## src/rtl/host_bus_pkg.sv

```systemverilog
package host_bus_pkg;
  // strobe bit positions inside the synchronized vector
  localparam int STB_AS = 0;
  localparam int STB_RR = 1;
  localparam int STB_WD = 2;
  localparam int STB_N  = 3;

  typedef struct packed {
    logic read_go;    // read access starts
    logic write_go;   // write access ends, commit
    logic acc_start;  // access strobe fell (nonmux address sample)
    logic alat;       // multiplexed address latch edge
    logic rd_act;     // synchronized read strobe active
  } hb_evt_t;
endpackage

```

## src/rtl/hb_sync.sv

```systemverilog
module hb_sync #(
  parameter int           W   = 1,
  parameter logic [W-1:0] RST = '0
) (
  input  logic         clk_i,
  input  logic         rst_ni,
  input  logic [W-1:0] d_i,
  output logic [W-1:0] q_o,   // second stage: synchronized value
  output logic [W-1:0] qd_o   // third stage: previous synchronized value
);
  localparam int DEPTH = 3;
  logic [W-1:0] st [DEPTH];

  for (genvar k = 0; k < DEPTH; k++) begin : g_stage
    always_ff @(posedge clk_i or negedge rst_ni) begin
      if (!rst_ni)     st[k] <= RST;
      else if (k == 0) st[k] <= d_i;
      else             st[k] <= st[(k > 0) ? k - 1 : 0];
    end
  end

  assign q_o  = st[DEPTH-2];
  assign qd_o = st[DEPTH-1];
endmodule

```

## src/rtl/hb_decode.sv

```systemverilog
module hb_decode
  import host_bus_pkg::*;
(
  input  logic             motorola_i,
  input  logic             muxed_i,
  input  logic [STB_N-1:0] s_cur_i,
  input  logic [STB_N-1:0] s_prev_i,
  input  logic             rd_rw_raw_i,
  input  logic             wr_ds_raw_i,
  output hb_evt_t          evt_o,
  output logic             oe_o
);
  logic [STB_N-1:0] fall, rise;
  assign fall = s_prev_i & ~s_cur_i;
  assign rise = ~s_prev_i & s_cur_i;

  always_comb begin
    evt_o      = '0;
    evt_o.alat = muxed_i & fall[STB_AS];
    if (motorola_i) begin
      evt_o.read_go   = fall[STB_WD] & s_cur_i[STB_RR];
      evt_o.write_go  = rise[STB_WD] & ~s_prev_i[STB_RR];
      evt_o.acc_start = ~muxed_i & fall[STB_WD];
      evt_o.rd_act    = ~s_cur_i[STB_WD] & s_cur_i[STB_RR];
      oe_o            = evt_o.rd_act & ~wr_ds_raw_i & rd_rw_raw_i;
    end else begin
      evt_o.read_go   = fall[STB_RR];
      evt_o.write_go  = rise[STB_WD];
      evt_o.acc_start = ~muxed_i & (fall[STB_RR] | fall[STB_WD]);
      evt_o.rd_act    = ~s_cur_i[STB_RR];
      oe_o            = evt_o.rd_act & ~rd_rw_raw_i;
    end
  end
endmodule

```

## src/rtl/host_bus_bridge.sv

```systemverilog
module host_bus_bridge
  import host_bus_pkg::*;
#(
  parameter int ADDR_W = 6,
  parameter int DATA_W = 8
) (
  input  logic              clk_i,
  input  logic              rst_ni,
  input  logic              motorola_i,
  input  logic              muxed_i,
  input  logic              addr_stb_i,
  input  logic              rd_rw_i,
  input  logic              wr_ds_i,
  input  logic [ADDR_W-1:0] addr_i,
  input  logic [DATA_W-1:0] data_i,
  output logic [DATA_W-1:0] data_o,
  output logic              data_oe_o,
  output logic              reg_we_o,
  output logic              reg_re_o,
  output logic [ADDR_W-1:0] reg_addr_o,
  output logic [DATA_W-1:0] reg_wdata_o,
  input  logic [DATA_W-1:0] reg_rdata_i
);
  localparam int BUS_W = ADDR_W + DATA_W;

  logic [STB_N-1:0] s_cur, s_prev;
  logic [BUS_W-1:0] bus_cur, bus_prev;
  logic [ADDR_W-1:0] bus_addr, addr_q, eff_addr;
  logic [DATA_W-1:0] bus_data;
  hb_evt_t evt;
  logic defer_q, we_q, re_q;

  hb_sync #(.W(STB_N), .RST('1)) u_stb_sync (
    .clk_i, .rst_ni,
    .d_i  ({wr_ds_i, rd_rw_i, addr_stb_i}),
    .q_o  (s_cur),
    .qd_o (s_prev)
  );

  // bus travels alongside strobes; prev stage is the last sample before an edge
  hb_sync #(.W(BUS_W), .RST('0)) u_bus_sync (
    .clk_i, .rst_ni,
    .d_i  ({addr_i, data_i}),
    .q_o  (bus_cur),
    .qd_o (bus_prev)
  );

  assign bus_addr = bus_prev[BUS_W-1 -: ADDR_W];
  assign bus_data = bus_prev[DATA_W-1:0];

  hb_decode u_decode (
    .motorola_i, .muxed_i,
    .s_cur_i     (s_cur),
    .s_prev_i    (s_prev),
    .rd_rw_raw_i (rd_rw_i),
    .wr_ds_raw_i (wr_ds_i),
    .evt_o       (evt),
    .oe_o        (data_oe_o)
  );

  assign eff_addr = evt.acc_start ? bus_addr : addr_q;

  always_ff @(posedge clk_i or negedge rst_ni) begin
    if (!rst_ni) begin
      addr_q <= '0;
    end else if (evt.alat) begin
      addr_q <= bus_data[ADDR_W-1:0];
    end else if (evt.acc_start) begin
      addr_q <= bus_addr;
    end
  end

  // write wins a collision; a read detected together with it is issued next cycle
  always_ff @(posedge clk_i or negedge rst_ni) begin
    if (!rst_ni) begin
      we_q        <= 1'b0;
      re_q        <= 1'b0;
      defer_q     <= 1'b0;
      reg_addr_o  <= '0;
      reg_wdata_o <= '0;
      data_o      <= '0;
    end else begin
      we_q    <= evt.write_go;
      re_q    <= (evt.read_go & ~evt.write_go) | defer_q;
      defer_q <= evt.read_go & evt.write_go;
      if (evt.write_go) begin
        reg_addr_o  <= addr_q;
        reg_wdata_o <= bus_data;
      end else if (evt.read_go) begin
        reg_addr_o  <= eff_addr;
      end else if (defer_q) begin
        reg_addr_o  <= addr_q;
      end
      if (re_q) data_o <= reg_rdata_i;
    end
  end

  assign reg_we_o = we_q;
  assign reg_re_o = re_q;

  AST_WE_SINGLE: assert property (@(posedge clk_i) disable iff (!rst_ni)
    reg_we_o |=> !reg_we_o);
  AST_RE_SINGLE: assert property (@(posedge clk_i) disable iff (!rst_ni)
    reg_re_o |=> !reg_re_o);
  AST_NO_COLLIDE: assert property (@(posedge clk_i) disable iff (!rst_ni)
    !(reg_we_o && reg_re_o));
  AST_OE_ONLY_READ: assert property (@(posedge clk_i) disable iff (!rst_ni)
    data_oe_o |-> (motorola_i ? (rd_rw_i && !wr_ds_i) : !rd_rw_i));
  AST_RE_ADDR_HELD: assert property (@(posedge clk_i) disable iff (!rst_ni)
    reg_re_o |=> $stable(reg_addr_o) || reg_we_o);
endmodule

```

## config.mk

```make
export PLATFORM = sky130hd
export DESIGN_NAME = host_bus_bridge
export DESIGN_NICKNAME = d
export VERILOG_FILES = /design/src/rtl/host_bus_pkg.sv /design/src/rtl/hb_sync.sv /design/src/rtl/hb_decode.sv /design/src/rtl/host_bus_bridge.sv
export SDC_FILE = /design/constraint.sdc
export NUM_CORES = 1
export LEC_CHECK = 0
export ABC_AREA = 1
export CAP_MARGIN = 40
export CORE_ASPECT_RATIO = 0.8
export CORE_MARGIN = 2
export CORE_UTILIZATION = 54
export DETAILED_ROUTE_END_ITERATION = 7
export PLACE_DENSITY = 0.8
export SETUP_SLACK_MARGIN = 0.1
export SLEW_MARGIN = 20
export SYNTH_ARGS = -nofsm -noshare
export SYNTH_HDL_FRONTEND = slang
export SYNTH_SLANG_ARGS = --single-unit
```

## constraint.sdc

```tcl
create_clock -name clk_i -period 2.2 [get_ports clk_i]
set_input_delay 0.22 -clock clk_i [delete_from_list [all_inputs] [get_ports clk_i]]
set_output_delay 0.22 -clock clk_i [all_outputs]
set_load 0.1 [all_outputs]
```

## Word-level counts from Yosys, hierarchy flattened

Cells that the tools add are included.
Widths: inputs -> output; s select.

- Register bits: 82
- Input bits: 29
- Output and inout port bits: 25
- Word-level logic and storage cells: 45

- Multiplexer cells: 7
- Bitwise operators: 24
- Reduce and logical (&&, ||, !) cells: 1

Operators by type and width:

| kind | count |
|---|---|
| $mux 6 | 5 |
| $and 1x1->1 | 11 |
| $not 1->1 | 7 |
| $and 3x3->3 | 2 |
| $not 3->3 | 2 |
| $mux 3 | 1 |
| $reduce_bool 3->1 | 1 |
| $or 1x1->1 | 2 |
| $mux 1 | 1 |

## Depth between registers and ports, before layout

Gate-level depths: netlist of the first run.

- Word-level depth: 8
- Gate-level depth with buffers: 8
- Gate-level depth less buffers: 8

## Cells and area by module

Synthesis of the first run repeated with hierarchy kept, for this count alone.

- Cell total of the unflattened synthesis: 235
- Area, all modules: 2964.1 um^2

Modules (own cells, without submodules):

| module | times used | cells each | area an instance (um^2) | sequential area each (um^2) |
|---|---|---|---|---|
| host_bus_bridge | 1 | 132 | 1332.5 | 775.7 |
| hb_sync (u_bus_sync) | 1 | 70 | 1261.2 | 1051.0 |
| hb_sync (u_stb_sync) | 1 | 15 | 281.5 | 236.5 |
| hb_decode | 1 | 18 | 88.8 | 0.0 |

## Least setup slack after synthesis of the first run

Ideal clock, no wire load.

- Kind: register to output
- Start point: register u_stb_sync.st, in the netlist u_stb_sync.q_o[1]
- End point: output port data_oe_o
- Data arrival time: 2637 ps
- Required time: 1980 ps
- Path slack: -657 ps
- Stages on the path, launching flop included: 2
- Buffers on the path: 0
- Cells stage by stage: dfstp_2 -> o31ai_1

- Word-level cells in the longest chain between the ends: 4
- Elaborated cells on any way between the ends: 6
- Classes of those cells: mux (1); bitwise (5)

RTL lines:

| item | line | RTL |
|---|---|---|
| from (decl) | hb_sync.sv:12 | `logic [W-1:0] st [DEPTH];` |
| from (signal, indexed assignment) | hb_sync.sv:17 | `else if (k == 0) st[k] <= d_i;` |
| from (signal, indexed assignment) | hb_sync.sv:18 | `else st[k] <= st[(k > 0) ? k - 1 : 0];` |
| $and 1x1->1 | hb_decode.sv:24 | `evt_o.rd_act = ~s_cur_i[STB_WD] & s_cur_i[STB_RR];` |
| $and 1x1->1 (2 in series) | hb_decode.sv:25 | `oe_o = evt_o.rd_act & ~wr_ds_raw_i & rd_rw_raw_i;` |
| $mux 1 * | hb_decode.sv:20 | `if (motorola_i) begin` |
| to (decl) | host_bus_bridge.sv:17 | `output logic data_oe_o,` |

Every way passes the cells marked *; elsewhere a longest branch is shown, timed or not.

## Final worst setup path of the first run

Same ends and word-level chain as after synthesis.

==> results.md, run 1 <==
- Resized cells post-CTS: 0
- Critical path startpoint category: flop
- Slew headroom: 0.637
- Worst Setup End Kind: primary output
- Worst Path Arrival: 1580 ps
- Worst EP required: 1980 ps
- Final #Nets: 316
- I/O pin cnt: 54
- Power Total: roughly 4 mW
- CTS buffer count: 9
- Status: finished clean
- Period utilization: 0.818
- CP cell instances: inv_1 -> nor3_1 -> nand3_1 -> o31ai_2 -> buf_12
- IO buf count: 53
- Num rows: 23
- Complex-gate fraction of the synthesized area: 0.0382
- Layout Skew: about 6.2 ps
- Number of DRC markers in iteration 0: between 60 and 70
- Vias in the first global route: 1619
- Clk_lat worst skew: 350 ps
- Initial antenna violation count: 0
- Pins Over Slew Limit: 0
- DR DRC count: 0
- Chip height: between 60 and 70 um
- Synth Instances: about 230
- Fraction of layout cells with a size suffix above 1: 0.236
- Layout area overhead: 27.8%
- Synth Area in Simple Gates: 0.133
- Post-route setup TNS: 0 ps
- Synth Net Count: 254
- Total GRT Usage: 0.175
- Initial Util: 0.559
- Clk pin slew, worst setup/hold paths: around 80 ps
- Die width: about 84 um
- GRT overflow: 0
- Yosys cell types: 18
- Clock sink total: 82
- WS Path Type: flop to primary output
- Seq/Total Area, Yosys: 0.742
- FFs w/ async S/R, synth: 1.00
- DP HPWL: just over 3000 um
- GP Congestion: ~0.84
- Largest family of logic cells by synthesized area: simple AND/OR/NAND/NOR gates
- Final Setup Violations: 0
- Max incr delay on CP: 580 ps
- Adder-cell share of the synthesized area: 0
- Total Wirelength: around 4400 um
- Maximum fanout along the worst path: 4
- Fill cell count: around 350
- Mux cell area share after synthesis: 0.0324
- Post-Synth XOR/XNOR Area: 0
- EDFF count, synth: 0
- Max Root-Sink Buffers: 2
- WP buf/inv: 2
- Main synth FF type: dfrtp_1
- Synth warn: 0
- Final Hold Viols: 0
- Vias per inst: between 4 and 5
- Avg Inst Size Synth: ~12 um2
- Max_cap viols: 0
- Unrepaired setup endpoints after global routing: false
- Worst R2R Setup Slack: roughly 810 ps
- TritonCTS clock tree: built
- CP delay by family, top: flip-flops
- Yosys reg bits: 82
- Root Buffer: clkbuf_8
- FMAX: roughly 560 MHz
- CTS H-tree depth: 3
- Post-Syn Area: approximately 0.0028 mm2
- Pleak: about 1.7 nW
- First-pass GRT wire length: ~7300 um
- Pre-Repair DR Iteration Count: 4
- DRT antenna net count: 0
- Die area: 0.00574 mm2
- Slowest CP cell: dfstp_2
- Pwr/cell area: between 1000 and 1500 mW/mm2
- DR vias: about 1700
- HP Class: input port to flop
- Drt wl/cell: between 10 and 15 um
- Post-layout min period: ~1800 ps
- Slew @ Worst Pin: between 500 and 600 ps
- Antenna Cells: 0
- Largest net degree at the start of global routing: 46
- Core area: 0.00498 mm2
- Peak VDD IR: between 700 and 800 uV
[worst paths after layout]
path,cells past startpoint,endpoint,from
setup / recovery,5,data_oe_o,u_stb_sync.q_o[1]$_DFF_PN1_
hold / removal,1,u_stb_sync.st[6]$_DFF_PN1_,addr_stb_i
setup reg to reg,7,reg_addr_o[1]$_DFFE_PN0P_,u_stb_sync.qd_o[1]$_DFF_PN1_
hold reg to reg,0,u_bus_sync.qd_o[1]$_DFF_PN0_,u_bus_sync.q_o[1]$_DFF_PN0_
max in group asynchronous,3,reg_wdata_o[4]$_DFFE_PN0P_,rst_ni
min in group asynchronous,2,reg_addr_o[1]$_DFFE_PN0P_,rst_ni
[stage by stage]
stage	setup WS, ps	hold WS, ps	area, um2	util	std cells
floorplan	202	-75.6	2790	-	225
global placement	567	246	3330	0.669	337
detailed placement	501	254	3330	0.669	337
CTS	378	255	3560	0.714	354
global route	298	257	3560	0.714	354
finish	400	275	3560	0.714	354
[sequential cells by signal, indices dropped and copies added (netlist names)]
register and count:
u_bus_sync.st 14, addr_q 6, u_stb_sync.q_o 3, defer_q 1, u_bus_sync.q_o 14, reg_we_o 1, reg_wdata_o 8, u_bus_sync.qd_o 14
u_stb_sync.st 3, u_stb_sync.qd_o 3, data_o 8, reg_re_o 1, reg_addr_o 6
[timing repair]
action,in CTS,in global routing
setup endpoints to repair,0,0
setup buffers,0,0
hold buffers,1,0
endpoints found under the hold margin,35,0
[routing by layer]
metal  track usage  vias up  wire length [um]
met3        0.0905        9               377
li1              -      836                 -
met5             0        -                 0
met4        0.0827        0                74
met1         0.203      804              1870
met2         0.275       53              2060
[synth_stat cells, types with 2 or more instances]
master    n  area share
a21oi_1   6       0.011
buf_2     2      0.0036
buf_6     2      0.0081
dfrtp_1  73        0.66
dfstp_2   9       0.085
inv_1    30       0.040
inv_2     2      0.0027
mux2_2    8       0.032
nand2_1  42       0.057
nand2_2   4      0.0090
nand3_1  27       0.049
nand3_4   2       0.013
nor2_1    3      0.0040
o21ai_0   5      0.0090
o21ai_1   7       0.013
[layout make-up]
type | instances | area (um2) | area share
Clock buffer | 10 | 128 | 0.0359
Clock inverter | 6 | 88.8 | 0.0250
Inverter | 32 | 120 | 0.0338
Multi-Input combinational cell | 107 | 571 | 0.160
Sequential cell | 82 | 2060 | 0.580
Tap cell | 62 | 77.6 | 0.0218
Timing Repair Buffer | 55 | 508 | 0.143
[power by group]
part	internal, mW	total, mW	switching, mW
combinational	0.237	1.02	0.786
sequential	1.66	1.73	0.0681
clock	0.641	1.15	0.510
[layout by cell type, fill, tap and decap left out, types with 2 or more instances in the layout]
cell / n
o21ai_1: 7
nand3_4: 2
inv_1: 30
nand2_1: 42
buf_4: 25
dfrtp_1: 73
o21ai_0: 5
clkdlybuf4s50_1: 27
dfstp_2: 9
nand2_2: 4
clkbuf_8: 9
nor2_1: 3
a21oi_1: 6
nand3_1: 27
clkinvlp_4: 2
buf_12: 2
bufinv_16: 2
inv_2: 2
mux2_2: 8
[cells by family after synthesis]
| family | Yosys count |
|---|---|
| AO/OA/AOI/OAI | 20 |
| buffers and inverters | 36 |
| flip-flops | 82 |
| multiplexers | 8 |
| AND/OR/NAND/NOR | 79 |
Note: power is estimated with default switching activity, not from simulation.
==> run 2, diff against run 1 <==
Settings changed: CORE_UTILIZATION 54 to 45, PLACE_DENSITY 0.8 to 0.71.
Clock period 2.2 ns to 1.5 ns, I/O delays scaled along.
==> run 2 against run 1 <==
Effect of this change:
- the run now ends with setup timing left
- critical endpoint unchanged
- combinational power grew 79%
- final cell count grew 7.3%
- register-to-register slack lost 690 ps
- total power grew 50%
- clock skew grew 2.2 ps
- largest cell class unchanged
- utilization shrank 5.1 points
- critical path depth is the same
- largest power group unchanged
- sequential share of layout area shrank 5.6 points
==> results.md, run 2 (synthesis results as in run 1) <==
- Status: complete, but fails checks
- Violated checks: setup timing
- First-pass GRT wire length: roughly 8000 um
- Clock sink total: 82
- Hold WS: 206 ps
- WP buf/inv: 2
- Unrepaired setup endpoints after global routing: true
- Pre-Repair DR Iteration Count: 4
- Placed cells: 362
- Slew headroom: 0.708
- Clk pin slew, worst setup/hold paths: 80 ps
- Total GRT Usage: 0.157
- Worst R2R Setup Slack: about 120 ps
- Critical path startpoint category: flop
- TritonCTS clock tree: built
- DP HPWL: roughly 3500 um
- Antenna Cells: 0
- Peak VDD IR: ~860 uV
- Root Buffer: clkbuf_8
- HP Class: input port to flop
- Max_cap viols: 0
- Vias per inst: around 4.5
- Initial Util: 0.468
- Layout area overhead: 41.7%
- Worst EP required: ~1400 ps
- CTS H-tree depth: 3
- Vias in the first global route: approximately 1700
- Final Hold Viols: 0
- I/O pin cnt: 54
- Period utilization: 1.07
- Pleak: approximately 1.9 nW
- GRT overflow: 0
- Fraction of layout cells with a size suffix above 1: 0.274
- Slew @ Worst Pin: 438 ps
- Max Root-Sink Buffers: 2
- Drt wl/cell: approximately 13 um
- Chip height: approximately 74 um
- Die area: just under 0.007 mm2
- Commonest non-fill, non-tap cell in the layout: dfrtp_1
- Core area: between 0.005 and 0.006 mm2
- Post-route setup TNS: -109 ps
- Maximum fanout along the worst path: 3
- Final #Nets: about 320
- Die width: roughly 92 um
- CTS buffer count: 9
- Worst Setup End Kind: primary output
- Final Setup Violations: 1
- Initial antenna violation count: 0
- CP delay by family, top: flip-flops
- Clk_lat worst skew: around 350 ps
- Slowest CP cell: dfstp_2
- Setup WS pre-CTS: -16.5 ps
- Total Wirelength: just under 5000 um
- WS Path Type: flop to primary output
- IO buf count: 53
- FMAX: a little over 600 MHz
- Layout Skew: 8.46 ps
- Largest net degree at the start of global routing: 33
- Number of DRC markers in iteration 0: between 80 and 90
- DR vias: between 1500 and 2000
- Final setup margin: -109 ps
- GP Congestion: roughly 0.8
- Pwr/cell area: around 1500 mW/mm2
- Num rows: 25
- DR DRC count: 0
- Most frequent cells in the layout: dfrtp_1 (72), nand2_1 (41), inv_1 (28)
- CP cell instances: inv_2 -> nor3_2 -> nand3_2 -> o31ai_4 -> buf_12
- Worst Path Arrival: ~1500 ps
- Final std cells w/o fill: 380
- DRT antenna net count: 0
- Max incr delay on CP: roughly 540 ps
- Pins Over Slew Limit: 0
- Post-layout min period: 1610 ps
run 2: cell types whose count changed in the layout (fill, tap and decap cells not counted), moves of 2 or more:
cell / previous run / this run
inv_1: 30 / 28
clkinv_4: 0 / 2
buf_4: 25 / 7
buf_12: 2 / 27
bufinv_16: 2 / 0
nand2_4: 0 / 2
run 2: final timing paths:
check / from / end / cells past startpoint
max: u_stb_sync.q_o[1]$_DFF_PN1_ / data_oe_o / 5
min: addr_stb_i / u_stb_sync.st[6]$_DFF_PN1_ / 1
max reg2reg: u_stb_sync.q_o[1]$_DFF_PN1_ / reg_addr_o[0]$_DFFE_PN0P_ / 8
min reg2reg: u_bus_sync.q_o[11]$_DFF_PN0_ / u_bus_sync.qd_o[11]$_DFF_PN0_ / 0
max in group asynchronous: rst_ni / u_bus_sync.st[39]$_DFF_PN0_ / 3
min in group asynchronous: rst_ni / reg_addr_o[1]$_DFFE_PN0P_ / 2
run 2: stage by stage:
step | power [mW] | utilization | cell area [um2]
final | 5.84 | 0.663 | 3940
after detailed placement | 4.48 | 0.626 | 3720
after floorplan | 3.68 | - | 2800
after global routing | 6.10 | 0.663 | 3940
after CTS | 5.90 | 0.660 | 3920
after global placement | 4.44 | 0.626 | 3720
run 2: what timing repair did:
item / in CTS / in global routing
resized for setup: 2 / 7
hold buffers: 1 / 0
setup endpoints to repair: 1 / 13
buffers inserted: 1 / 0
endpoints found under the hold margin: 21 / 0
run 2: power breakdown:
part	internal, mW	switching (mW)	total (mW)
sequential	2.43	0.167	2.60
clock	0.618	0.795	1.41
combinational	0.660	1.17	1.83
total	3.71	2.13	5.84
run 2: area by class of cell:
cell class,count,area (um2)
clock buffers,10,128
clock inverters,6,50.0
fillers,441,2000
inverters,32,123
multi-input cells,107,602
flip-flops and latches,82,2060
well taps,81,101
repair buffers,62,873
run 2: routing by layer:
layer,up-vias,track usage,wire length (um)
met3,9,0.0648,282
li1,852,-,-
met1,811,0.190,2060
met2,52,0.261,2420
met4,0,0.0531,62
met5,-,0,0
